File: config.mk
export PLATFORM = sky130hd
export DESIGN_NAME = tone_qualifier
export DESIGN_NICKNAME = d
export VERILOG_FILES = /design/src/rtl/tq_pkg.sv /design/src/rtl/tq_edge_sync.sv /design/src/rtl/tq_arm.sv /design/src/rtl/tq_window.sv /design/src/rtl/tq_interval.sv /design/src/rtl/tone_qualifier.sv
export SDC_FILE = /design/constraint.sdc
export NUM_CORES = 1
export LEC_CHECK = 0
export BUFFER_PORTS_ARGS = -buffer_cell sky130_fd_sc_hd__buf_4
export CAP_MARGIN = 20
export CORE_ASPECT_RATIO = 0.9
export CORE_MARGIN = 1.5
export CORE_UTILIZATION = 55
export CTS_CLUSTER_DIAMETER = 100
export DETAILED_ROUTE_END_ITERATION = 8
export PLACE_DENSITY = 0.82
export SLEW_MARGIN = 15
export SYNTH_ARGS = -nofsm -noshare
export SYNTH_HDL_FRONTEND = slang
export SYNTH_SLANG_ARGS = --single-unit
File: constraint.sdc
create_clock -name clk -period 3.65 [get_ports clk]
set_clock_uncertainty 0.15 [all_clocks]
set_input_delay 0.365 -clock clk [delete_from_list [all_inputs] [get_ports clk]]
set_output_delay 0.365 -clock clk [all_outputs]
set_load 0.005 [all_outputs]
File: src/rtl/tq_pkg.sv
package tq_pkg;

    // Result of one closed sample window, valid in the cycle it closes.
    typedef struct packed {
        logic done;
        logic pass;
    } win_res_t;

    // Decoded request from the enable / disable inputs.
    typedef enum logic [1:0] {
        CMD_NONE = 2'd0,
        CMD_ON   = 2'd1,
        CMD_OFF  = 2'd2
    } arm_cmd_e;

    // Edges expected in one window for the target frequency.
    function automatic int unsigned nominal_edges(input int unsigned hz,
                                                  input int unsigned win,
                                                  input int unsigned clk_hz);
        return (hz * win) / clk_hz;
    endfunction

    // Count lies within nom +/- tol, both ends inclusive.
    function automatic logic in_band(input int unsigned cnt,
                                     input int unsigned nom,
                                     input int unsigned tol);
        return ((cnt + tol) >= nom) && (cnt <= (nom + tol));
    endfunction

endpackage

File: src/rtl/tq_edge_sync.sv
module tq_edge_sync #(
    parameter int unsigned STAGES = 2
) (
    input  logic clk,
    input  logic rst,
    input  logic async_in,
    output logic rise
);
    // STAGES synchronizer flops plus one history flop for edge detection.
    logic [STAGES:0] chain;

    always_ff @(posedge clk) begin
        if (rst) begin
            chain <= '0;
        end else begin
            chain <= {chain[STAGES-1:0], async_in};
        end
    end

    assign rise = chain[STAGES-1] & ~chain[STAGES];
endmodule

File: src/rtl/tq_arm.sv
module tq_arm
    import tq_pkg::*;
(
    input  logic clk,
    input  logic rst,
    input  logic on_req,
    input  logic off_req,
    output logic enabled,
    output logic run
);
    logic     on_q;
    logic     off_q;
    arm_cmd_e cmd;

    // History flops follow the inputs even in reset, so a level held
    // across reset is not taken as a fresh edge.
    always_ff @(posedge clk) begin
        on_q  <= on_req;
        off_q <= off_req;
    end

    always_comb begin
        cmd = CMD_NONE;
        if (off_req && !off_q) begin
            cmd = CMD_OFF;
        end else if (on_req && !on_q) begin
            cmd = CMD_ON;
        end
    end

    always_ff @(posedge clk) begin
        if (rst) begin
            enabled <= 1'b1;
        end else begin
            case (cmd)
                CMD_OFF: enabled <= 1'b0;
                CMD_ON:  enabled <= 1'b1;
                default: enabled <= enabled;
            endcase
        end
    end

    // Qualifier runs only while enabled and not being switched off now.
    assign run = enabled && (cmd != CMD_OFF);
endmodule

File: src/rtl/tq_window.sv
module tq_window
    import tq_pkg::*;
#(
    parameter int unsigned WIN_CYC   = 16384,
    parameter int unsigned NOM       = 1356,
    parameter int unsigned TOL_EDGES = 5
) (
    input  logic     clk,
    input  logic     rst,
    input  logic     run,
    input  logic     tone_edge,
    output win_res_t res
);
    localparam int unsigned WW = $clog2(WIN_CYC);
    localparam int unsigned EW = $clog2(WIN_CYC + 1);
    localparam logic [WW-1:0] LAST = WW'(WIN_CYC - 1);

    logic [WW-1:0] wcnt;
    logic [EW-1:0] ecnt;
    logic [EW:0]   total;
    logic          last_cyc;

    assign last_cyc = (wcnt == LAST);
    assign total    = {1'b0, ecnt} + (EW+1)'(tone_edge);

    always_ff @(posedge clk) begin
        if (rst || !run) begin
            wcnt <= '0;
            ecnt <= '0;
        end else if (last_cyc) begin
            wcnt <= '0;
            ecnt <= '0;
        end else begin
            wcnt <= wcnt + 1'b1;
            ecnt <= ecnt + EW'(tone_edge);
        end
    end

    // The edge seen in the closing cycle still belongs to this window.
    always_comb begin
        res.done = run && last_cyc;
        res.pass = in_band(32'(total), NOM, TOL_EDGES);
    end
endmodule

File: src/rtl/tq_interval.sv
module tq_interval
    import tq_pkg::*;
#(
    parameter int unsigned INTERVAL_WIN = 9,
    parameter int unsigned PULSE_CYC    = 4096
) (
    input  logic     clk,
    input  logic     rst,
    input  logic     run,
    input  win_res_t res,
    output logic     valid,
    output logic     pulse
);
    localparam int unsigned IW = $clog2(INTERVAL_WIN + 1);
    localparam int unsigned PW = $clog2(PULSE_CYC + 1);
    localparam logic [IW-1:0] GOAL_M1 = IW'(INTERVAL_WIN - 1);

    logic [IW-1:0] good_cnt;
    logic [PW-1:0] pcnt;
    logic          fired;
    logic          fire;

    assign fire = res.done && res.pass && !fired && (good_cnt == GOAL_M1);

    always_ff @(posedge clk) begin
        if (rst || !run) begin
            valid    <= 1'b0;
            good_cnt <= '0;
            fired    <= 1'b0;
        end else if (res.done) begin
            if (res.pass) begin
                valid <= 1'b1;
                if (!fired) begin
                    good_cnt <= good_cnt + 1'b1;
                    fired    <= fire;
                end
            end else begin
                valid    <= 1'b0;
                good_cnt <= '0;
                fired    <= 1'b0;
            end
        end
    end

    always_ff @(posedge clk) begin
        if (rst || !run) begin
            pcnt <= '0;
        end else if (fire) begin
            pcnt <= PW'(PULSE_CYC);
        end else if (pcnt != '0) begin
            pcnt <= pcnt - 1'b1;
        end
    end

    assign pulse = (pcnt != '0);
endmodule

File: src/rtl/tone_qualifier.sv
module tone_qualifier
    import tq_pkg::*;
#(
    parameter int unsigned CLK_HZ       = 32768,
    parameter int unsigned TARGET_HZ    = 2713,
    parameter int unsigned WIN_CYC      = CLK_HZ / 2,
    parameter int unsigned TOL_EDGES    = 5,
    parameter int unsigned INTERVAL_WIN = 9,
    parameter int unsigned PULSE_CYC    = 4096,
    parameter int unsigned SYNC_STAGES  = 2
) (
    input  logic clk,
    input  logic rst,
    input  logic tone_in,
    input  logic on_req,
    input  logic off_req,
    output logic qual_enabled,
    output logic freq_ok,
    output logic interval_done
);
    localparam int unsigned NOM = nominal_edges(TARGET_HZ, WIN_CYC, CLK_HZ);

    logic     tone_edge;
    logic     run;
    win_res_t win_res;

    tq_edge_sync #(.STAGES(SYNC_STAGES)) u_sync (
        .clk      (clk),
        .rst      (rst),
        .async_in (tone_in),
        .rise     (tone_edge)
    );

    tq_arm u_arm (
        .clk     (clk),
        .rst     (rst),
        .on_req  (on_req),
        .off_req (off_req),
        .enabled (qual_enabled),
        .run     (run)
    );

    tq_window #(
        .WIN_CYC   (WIN_CYC),
        .NOM       (NOM),
        .TOL_EDGES (TOL_EDGES)
    ) u_win (
        .clk       (clk),
        .rst       (rst),
        .run       (run),
        .tone_edge (tone_edge),
        .res       (win_res)
    );

    tq_interval #(
        .INTERVAL_WIN (INTERVAL_WIN),
        .PULSE_CYC    (PULSE_CYC)
    ) u_ivl (
        .clk   (clk),
        .rst   (rst),
        .run   (run),
        .res   (win_res),
        .valid (freq_ok),
        .pulse (interval_done)
    );
endmodule

==> results of run 1 <==
[layout by cell type, fill, tap and decap left out, types with 2 or more instances in the layout]
| master | n |
|---|---|
| nor2_1 | 55 |
| dfxtp_1 | 54 |
| nand2_1 | 21 |
| xor2_1 | 21 |
| nand3_1 | 15 |
| xnor2_1 | 14 |
| nor3_1 | 9 |
| inv_1 | 8 |
| and3_1 | 8 |
| nand4_1 | 7 |
| ha_1 | 7 |
| buf_4 | 7 |
| o21ai_0 | 6 |
| nor2b_1 | 5 |
| clkbuf_8 | 5 |
| nand4b_1 | 4 |
| nand2b_1 | 4 |
| a21oi_1 | 4 |
| nor4_1 | 4 |
| nor4_2 | 3 |
| and4_1 | 3 |
| a211oi_1 | 3 |
| a31oi_1 | 3 |
| and2_1 | 3 |
| o211ai_1 | 3 |
| a32oi_1 | 3 |
| o22ai_1 | 2 |
| nor3b_1 | 2 |
[cell usage after synthesis (2+ instances only)]
cell	count
xor2_1	21
buf_2	4
nand4b_1	4
and4_1	3
o21ai_0	6
nor4_2	3
nor3_1	9
o22ai_1	2
nor3b_1	2
and2_1	3
ha_1	7
nand2_1	21
a21oi_1	4
nor2_1	55
buf_6	6
nand3_1	15
dfxtp_1	54
nand4_1	7
a31oi_1	3
inv_1	8
a211oi_1	3
nor2b_1	5
nand2b_1	4
xnor2_1	14
nor4_1	4
a32oi_1	3
and3_1	8
clkbuf_1	7
o211ai_1	3
[cells by family after synthesis]
logic type                 synth area share (%)
and+or+nand+nor                            29.9
DFF                                        39.5
AOI/OAI and AO/OA                          9.93
xor gates and xnor gates                   11.2
buffers and inverters                      5.44
adders and majority gates                  3.20
muxes                                     0.778
[routing by layer]
metal	share of wire, %	GRT usage, %	wire length [um]	vias to the layer above
met1	47	24.6	2320	971
li1	-	-	-	1079
met4	1.2	6.87	60	0
met2	47	31.9	2300	41
met5	0	0	0	-
met3	4.0	4.84	196	7
[worst max path at each step]
stage	start	to	cells past startpoint
finish	u_sync.chain[1]	u_ivl.pcnt[1]	10
global route	u_sync.chain[1]	u_ivl.pcnt[1]	10
CTS	u_sync.chain[1]	u_ivl.pcnt[1]	10
detailed placement	u_sync.chain[1]	u_ivl.pcnt[1]	10
global placement	u_sync.chain[1]	u_ivl.pcnt[1]	10
floorplan	u_sync.chain[1]	u_ivl.pcnt[6]	12
[sequential cells by signal, summed over array words and instances (netlist names)]
name	count
u_arm.off_q	1
u_arm.on_q	1
u_win.wcnt	14
u_ivl.valid	1
u_ivl.good_cnt	4
u_arm.enabled	1
u_win.ecnt	15
u_sync.chain	3
u_ivl.fired	1
u_ivl.pcnt	13
[area by class of cell]
cell class                 instances  area, um^2
fill                             443        1970
multi-input combinational        234        1510
sequential                        54        1080
tap                               65        81.3
clock buffer                       6        72.6
timing repair buffer               7        52.6
inverter                           8        30.0
clock inverter                     1        7.51
[power groups by stage]
stage	Sequential [mW]	Combinational, mW	Clock (mW)
after detailed placement	0.611	0.0290	0
final	0.597	0.0286	0.315
after floorplan	0.610	0.0209	0
after global placement	0.610	0.0289	0
after global routing	0.598	0.0334	0.350
after CTS	0.597	0.0291	0.329
==> run metrics, run 1 <==
top_reg_cell synth dfxtp_1; CP startpoint kind register; port bufs 7; status finished clean; Final Max Tran Viols 0; post-route ant nets 0; hpwl dp 3470 um; headroom to the max-slew limit 49.3%; layout cells sized above 1 8.39%; #FFs+latches synth 54; Crit Path Class register to register; First DRT Iteration DRCs 92; Worst path most repeated cell ha_1; DRT Wirelength 4870 um; top cells by area, synth dfxtp_1, nor2_1, xor2_1; post-synthesis instance area 2740 um^2; fin area 2830 um^2; Clock Latency Late Sink 0.30 ns; EDFF count, synth 0; total congestion overflow 0; post-CTS resize count 0; MaxCap Viol Count 0; cts hold-fix bufs 0; Final setup viols 0; Flop pwr share 63.4%; first-pass GRT wire length 8520 um; CTS tree done; Reg clk slew, reported paths 0.09 ns; Vias 2,098; die height 69.9 um; Placement Rows 24; area leader, netlist dfxtp_1; RSZ-0062 raised after global routing no; postcts setup bufs 0; synthesized instance count 314; DR vias/cell 5.59; power per cell area 332 nW/um^2; delay-heaviest family, CP simple AND/OR/NAND/NOR gates; Worst Hold Class input pin to register; vias in the first global route 1,958; WHS Endpoint u_arm.on_q; Core Util, Final 58.9%; Initial Utilization 56.9%; antenna violations before repair 0; reg-to-reg startpoint u_sync.chain[1]; crit path cell chain nor2b_1, ha_1, ha_1, nand3_2, nor4_2, and4bb_2, o22ai_1, nor4_4, a31o_4, a211oi_1; Clock Tree Buf Depth 2; WHS Path Cells 1; Seq/Total Area, Yosys 39.5%; Cell variety after synth 55; Leak 0.973 nW; hold_ws 0.0172 ns; worst path required time 3.68 ns; Total GRT Usage 19.4%; Worst Slack Setup Final 0.579 ns; H-tree levels 2; period utilization 84.1%; dpl cell area 2750 um^2; Tmin final 3.07 ns; Total Power 0.941 mW; WL/cell 13.0 um; largest net degree at the start of global routing 22; clock sinks 54; Sw Ratio 21.7%; Hold Vio Cnt, Final 0; Worst VDD drop 0.000288 V; Max Clock Freq 326 MHz; Synthesized Nets 326; Layout Area Growth over Synthesis 3.48%; dpl cells 368; CP arrival 3.10 ns; fin cells 375; P_int 0.736 mW; Tightest Pin Transition 0.759 ns; r2r worst-path depth 10; R2R setup slack 0.58 ns; Synth async-reset ratio 0%; final net count 322; CP Max Fanout 12; final estimated routing congestion in global placement 0.819; Post-route DRC 0; Num CTS Buffers 5; die width 77.3 um; critical path's slowest cell nor4_2; synthesized area per cell 8.71 um^2; Setup crit end kind register; Yosys warnings 0; Die Area 5410 um^2; # diodes 0; Slowest Stage Delay on Critical Path 0.47 ns; Setup Slack @ Placement 0.598 ns; Clock power frac 33.5%; drt pass-1 iters 4; core area 4800 um^2; number of buffers and inverters on the critical path 0; IO Count 8; Switch Pwr 0.204 mW; combinational fraction of design power 3.0%; post-synth top area share 39.5%; Setup TNS Final 0 ns; Root Driver clkbuf_8; hold path start on_req; RR Endpoint u_ivl.pcnt[1]
Power figures use the tool's default switching activity.
==> run 2, diff against run 1 <==
--- a/config.mk
+++ b/config.mk
@@ -5,6 +5,7 @@
 export SDC_FILE = /design/constraint.sdc
 export NUM_CORES = 1
 export LEC_CHECK = 0
+export ABC_AREA = 1
 export BUFFER_PORTS_ARGS = -buffer_cell sky130_fd_sc_hd__buf_4
 export CAP_MARGIN = 20
 export CORE_ASPECT_RATIO = 0.9
@@ -12,7 +13,7 @@
 export CORE_UTILIZATION = 55
 export CTS_CLUSTER_DIAMETER = 100
 export DETAILED_ROUTE_END_ITERATION = 8
-export PLACE_DENSITY = 0.82
+export PLACE_DENSITY = 0.84
 export SLEW_MARGIN = 15
 export SYNTH_ARGS = -nofsm -noshare
 export SYNTH_HDL_FRONTEND = slang
==> constraint.sdc (replaced) <==
create_clock -name clk -period 2.6 [get_ports clk]
set_clock_uncertainty 0.15 [all_clocks]
set_input_delay 0.26 -clock clk [delete_from_list [all_inputs] [get_ports clk]]
set_output_delay 0.26 -clock clk [all_outputs]
set_load 0.005 [all_outputs]
==> run 2 against run 1 <==
Against the previous run: the flow now finishes with violations (setup timing); highest routed layer unchanged; critical path depth up 9; hold slack better by 0.26 ns; global-route usage up 5.3 points; cell count is 37% higher; fmax increased by 6.2%; design area up 30%; critical endpoint is now u_ivl.good_cnt[0]; wire length up 56%.
==> run metrics, run 2 <==
power per cell area 409 nW/um^2; H-tree levels 2; top cells by area, synth dfxtp_1, nand2_1, nor2_1; EDFF count, synth 0; First DRT Iteration DRCs 213; Initial Utilization 58.7%; largest net degree at the start of global routing 28; area leader, netlist dfxtp_1; drt pass-1 iters 7; Leak 1.42 nW; dpl cells 488; Layout Area Growth over Synthesis 25.8%; Synthesized Nets 417; Post-synth top cells nand2_1, nor2_1, dfxtp_1; WL/cell 14.9 um; Worst VDD drop 0.000418 V; CP arrival 3.00 ns; most frequent cells in the layout nand2_1, nor2_1, dfxtp_1, inv_1, buf_4; synthesized instance count 405; Worst Slack Setup Final -0.292 ns; Total GRT Usage 24.7%; status complete, but fails checks; Root Driver clkbuf_8; Worst Hold Class register to register; most common cell in the synthesized netlist nand2_1; port bufs 7; Die Area 5760 um^2; Final Max Tran Viols 0; Final setup viols 19; Post-route DRC 0; worst path required time 2.71 ns; Num CTS Buffers 5; Setup Slack @ Placement -0.304 ns; reg-to-reg startpoint u_sync.chain[1]; Reg with most FFs u_win.ecnt; die height 72.2 um; die width 79.9 um; Total Power 1.51 mW; #FFs+latches synth 54; IO Count 8; DRT Wirelength 7610 um; post-synth top area share 37.0%; fin cells 512; period utilization 111%; crit path cell chain inv_2, nor2_4, ha_4, ha_4, nand3_4, o21ai_4, nand2_4, nor2_8, nand4_4, nor2_4, nand3_2, nand3_2, nor2_4, nand2_4, nand2_4, buf_4, o21ai_0, nand2_1, nor2_2; final estimated routing congestion in global placement 0.813; CTS tree done; max reg flops 15; post-synthesis instance area 2920 um^2; critical path's slowest cell dfxtp_2; synthesized area per cell 7.22 um^2; most common cell after layout, fill and taps aside nand2_1; CP startpoint kind register; top flop regs u_win.ecnt (15), u_win.wcnt (14), u_ivl.pcnt (13); RSZ-0062 raised after global routing yes; Slowest Stage Delay on Critical Path 0.34 ns; hold path start u_sync.chain[0]; Placement Rows 24; antenna violations before repair 0; DR vias/cell 5.58; MaxCap Viol Count 0; Worst Setup SP u_sync.chain[1]; Cell variety after synth 33; Hold Vio Cnt, Final 0; Clock Latency Late Sink 0.33 ns; Reg clk slew, reported paths 0.10 ns; hpwl dp 4320 um; first-pass GRT wire length 11,100 um; fin area 3680 um^2; dpl cell area 3160 um^2; top_reg_cell synth dfxtp_1; layout cells sized above 1 28.6%; # diodes 0; post-route ant nets 0; Core Util, Final 73.8%; Max Clock Freq 346 MHz; failing checks setup timing; clock sinks 54; Crit Path Class register to register; Yosys warnings 0; hold_ws 0.279 ns; Tightest Pin Transition 0.536 ns; headroom to the max-slew limit 64.0%; Synth async-reset ratio 0%; Setup TNS Final -4.59 ns; vias in the first global route 2,582; final net count 458; Setup crit end kind register; total congestion overflow 0; CP Max Fanout 6; Vias 2,859; Seq/Total Area, Yosys 37.0%; Clock Tree Buf Depth 2; Tmin final 2.89 ns; core area 4980 um^2
run 2: final timing paths:
kind              depth (start not counted)  slack (ns)                 to
setup reg to reg                         19       -0.29  u_ivl.good_cnt[0]
setup / recovery                         19       -0.29  u_ivl.good_cnt[0]
hold reg to reg                           2        0.28    u_sync.chain[1]
hold / removal                            2        0.28    u_sync.chain[1]
run 2: area by class of cell:
class	instances	area [um^2]
Sequential cell	54	1080
Fill cell	321	1310
Timing Repair Buffer	37	328
Multi-Input combinational cell	294	1870
Tap cell	65	81.3
Clock buffer	5	68.8
Clock inverter	3	43.8
Inverter	54	203
run 2: routing by layer:
| metal | track usage [%] | routed length, um | part of all wire [%] |
|---|---|---|---|
| met5 | 0 | 0 | 0 |
| met3 | 4.53 | 390 | 5.1 |
| met1 | 28.0 | 3020 | 40 |
| met4 | 10.9 | 387 | 5.1 |
| met2 | 45.2 | 3810 | 50 |
run 2: kinds of logic after synthesis:
| kind of cell | share of synthesized area (%) |
|---|---|
| adders and majority gates | 3.00 |
| DFF | 37.0 |
| buffers and inverters | 7.57 |
| xor gates and xnor gates | 4.79 |
| and+or+nand+nor | 42.9 |
| AOI/OAI and AO/OA | 4.75 |
run 2: report_power, final:
part / switching (mW) / internal, mW / leakage, nW
clock: 0.302 / 0.289 / 0.0585
combinational: 0.0416 / 0.0325 / 0.923
sequential: 0.00487 / 0.835 / 0.437
total: 0.349 / 1.16 / 1.42
run 2: worst max-delay path, delay by kind of cell, from the launching register on:
kind | cells | cell delay (ns)
DFF | 1 | 0.34
AOI/OAI and AO/OA | 2 | 0.37
and+or+nand+nor | 13 | 1.45
buffers and inverters | 2 | 0.18
adders and majority gates | 2 | 0.32
run 2: what timing repair did:
action / 4_1_cts / 5_1_grt
buffers inserted: 6 / 5
setup endpoints to repair: 19 / 19
hold buffers: 4 / 0
gates resized for setup: 31 / 31
pin swaps: 13 / 16
cloned: 1 / 0
endpoints found under the hold margin: 5 / 0
==> run 3, diff against run 2 <==
--- a/config.mk
+++ b/config.mk
@@ -11,7 +11,8 @@
 export CORE_ASPECT_RATIO = 0.9
 export CORE_MARGIN = 1.5
 export CORE_UTILIZATION = 55
-export CTS_CLUSTER_DIAMETER = 100
+export CTS_BUF_LIST = sky130_fd_sc_hd__clkbuf_16
+export CTS_CLUSTER_DIAMETER = 30
 export DETAILED_ROUTE_END_ITERATION = 8
 export PLACE_DENSITY = 0.84
 export SLEW_MARGIN = 15
==> run 3 against run 2 <==
Against the previous run: the run still ends with setup timing left; flip-flop and latch count unchanged; die area is the same; critical path depth up 5; register-to-register slack improved by 0.02 ns; critical endpoint is now u_ivl.pcnt[1].
==> run metrics, run 3 (synthesis gave the netlist of run 2 again) <==
Total GRT Usage 24.8%; Clock Tree Buf Depth 2; Root Driver clkbuf_16; dpl cell area 3160 um^2; Crit Path Class register to register; combinational fraction of design power 4.3%; port bufs 7; CP arrival 2.91 ns; Placement Rows 24; die height 72.2 um; Reg clk slew, reported paths 0.07 ns; headroom to the max-slew limit 64.3%; Post-route DRC 0; drt pass-1 iters 5; most common cell after layout, fill and taps aside nand2_1; Layout Area Growth over Synthesis 24.9%; Leak 1.42 nW; layout cells sized above 1 27.6%; post-route ant nets 0; DRT Wirelength 7230 um; top flop regs u_win.ecnt (15), u_win.wcnt (14), u_ivl.pcnt (13); DR vias/cell 5.57; r2r worst-path depth 24; Tmin final 2.87 ns; Switch Pwr 0.360 mW; Worst Hold Class input pin to register; # diodes 0; Hold Vio Cnt, Final 0; core area 4980 um^2; period utilization 110%; hpwl dp 4320 um; WL/cell 14.2 um; P_int 1.32 mW; Final Max Tran Viols 0; IO Count 8; Final setup viols 19; Die Area 5760 um^2; clock sinks 54; Reg with most FFs u_win.ecnt; Max Clock Freq 348 MHz; RSZ-0062 raised after global routing yes; First DRT Iteration DRCs 294; Setup crit end kind register; total congestion overflow 0; Core Util, Final 73.2%; vias in the first global route 2,632; Tightest Pin Transition 0.534 ns; Sw Ratio 21.4%; largest net degree at the start of global routing 28; first-pass GRT wire length 11,300 um; antenna violations before repair 0; status complete, but fails checks; MaxCap Viol Count 0; max reg flops 15; Flop pwr share 49.9%; WHS Path Cells 2; Worst Slack Setup Final -0.271 ns; worst path required time 2.64 ns; Clock Latency Late Sink 0.30 ns; Num CTS Buffers 5; CP startpoint kind register; CP Max Fanout 6; failing checks setup timing; fin area 3650 um^2; CTS tree done; H-tree levels 2; die width 79.9 um; final net count 456; most frequent cells in the layout nand2_1, nor2_1, dfxtp_1, inv_1, buf_4; Worst VDD drop 0.000355 V; Initial Utilization 58.7%; final estimated routing congestion in global placement 0.813; Clock power frac 45.8%; power per cell area 461 nW/um^2; Vias 2,839
[run 3: cell count changes in the layout (fill, tap and decap cells not counted), moves of 3 or more]
cell,delta
clkbuf_8,-5
nand2_2,+3
nand2_4,-3
clkbuf_16,+5
[run 3: layout make-up]
cell class	count	area [um^2]
clock buffer	5	125
clock inverter	3	43.8
fill	327	1330
inverter	54	203
multi-input combinational	294	1820
sequential	54	1080
tap	65	81.3
timing repair buffer	35	300
[run 3: worst paths after layout]
check / startpoint / end / slack (ns)
hold reg to reg: u_sync.chain[0] / u_sync.chain[1] / 0.26
setup / recovery: u_sync.chain[1] / u_ivl.pcnt[1] / -0.27
setup reg to reg: u_sync.chain[1] / u_ivl.pcnt[1] / -0.27
hold / removal: rst / u_sync.chain[1] / 0.009
[run 3: repair_timing]
action | CTS | global route
pin swaps | 13 | 13
endpoints found under the setup margin | 19 | 19
gates cloned | 1 | 0
hold buffers | 2 | 0
endpoints found under the hold margin | 2 | 0
setup buffers | 5 | 6
resized for setup | 30 | 19
[run 3: critical path, stage by stage, from the launching register on]
cell and delay [ns]:
dfxtp_2 0.32, inv_2 0.04, nor2_4 0.14, ha_4 0.17, ha_4 0.16, nand3_4 0.11
o21ai_4 0.19, nand2_4 0.12, nor2_8 0.13, nand2_2 0.07, nand2_1 0.08, nand2_1 0.06
nand2_1 0.10, inv_1 0.05, nand2_1 0.05, nand2_1 0.06, nand2_1 0.06, nand2_1 0.06
nand2_2 0.09, nand2_4 0.06, nor2_4 0.10, nand2_2 0.08, nand2_4 0.11, buf_12 0.14
nor2_2 0.03
[run 3: per-layer routing]
metal  share of wire (%)  GRT usage [%]  up-vias
met5                   0              0        -
met2                  49           45.6      134
met3                 5.9           5.03       39
met4                 4.4           8.62        0
li1                    -              -     1366
met1                  41           28.7     1300
[run 3: metrics by stage]
stage                     setup WS, ns  total power [mW]  TNS [ns]  std cells  hold WS (ns)
final                           -0.271              1.68     -4.03        510       0.00914
after global placement         -0.0690             0.909    -0.740        488         0.225
after floorplan                 0.0586             0.889         0        405         0.138
after CTS                       -0.169              1.67     -2.42        504        0.0102
after detailed placement        -0.304             0.910     -4.61        488         0.226
after global routing            -0.371              1.72     -6.13        510        0.0199
[run 3: power by group through the flow]
stage               Sequential [mW]  Combinational [mW]  Clock (mW)
floorplan                     0.857              0.0328           0
global placement              0.857              0.0518           0
detailed placement            0.857              0.0528           0
CTS                           0.839              0.0692       0.766
global route                  0.839              0.0788       0.805
finish                        0.839              0.0723       0.771
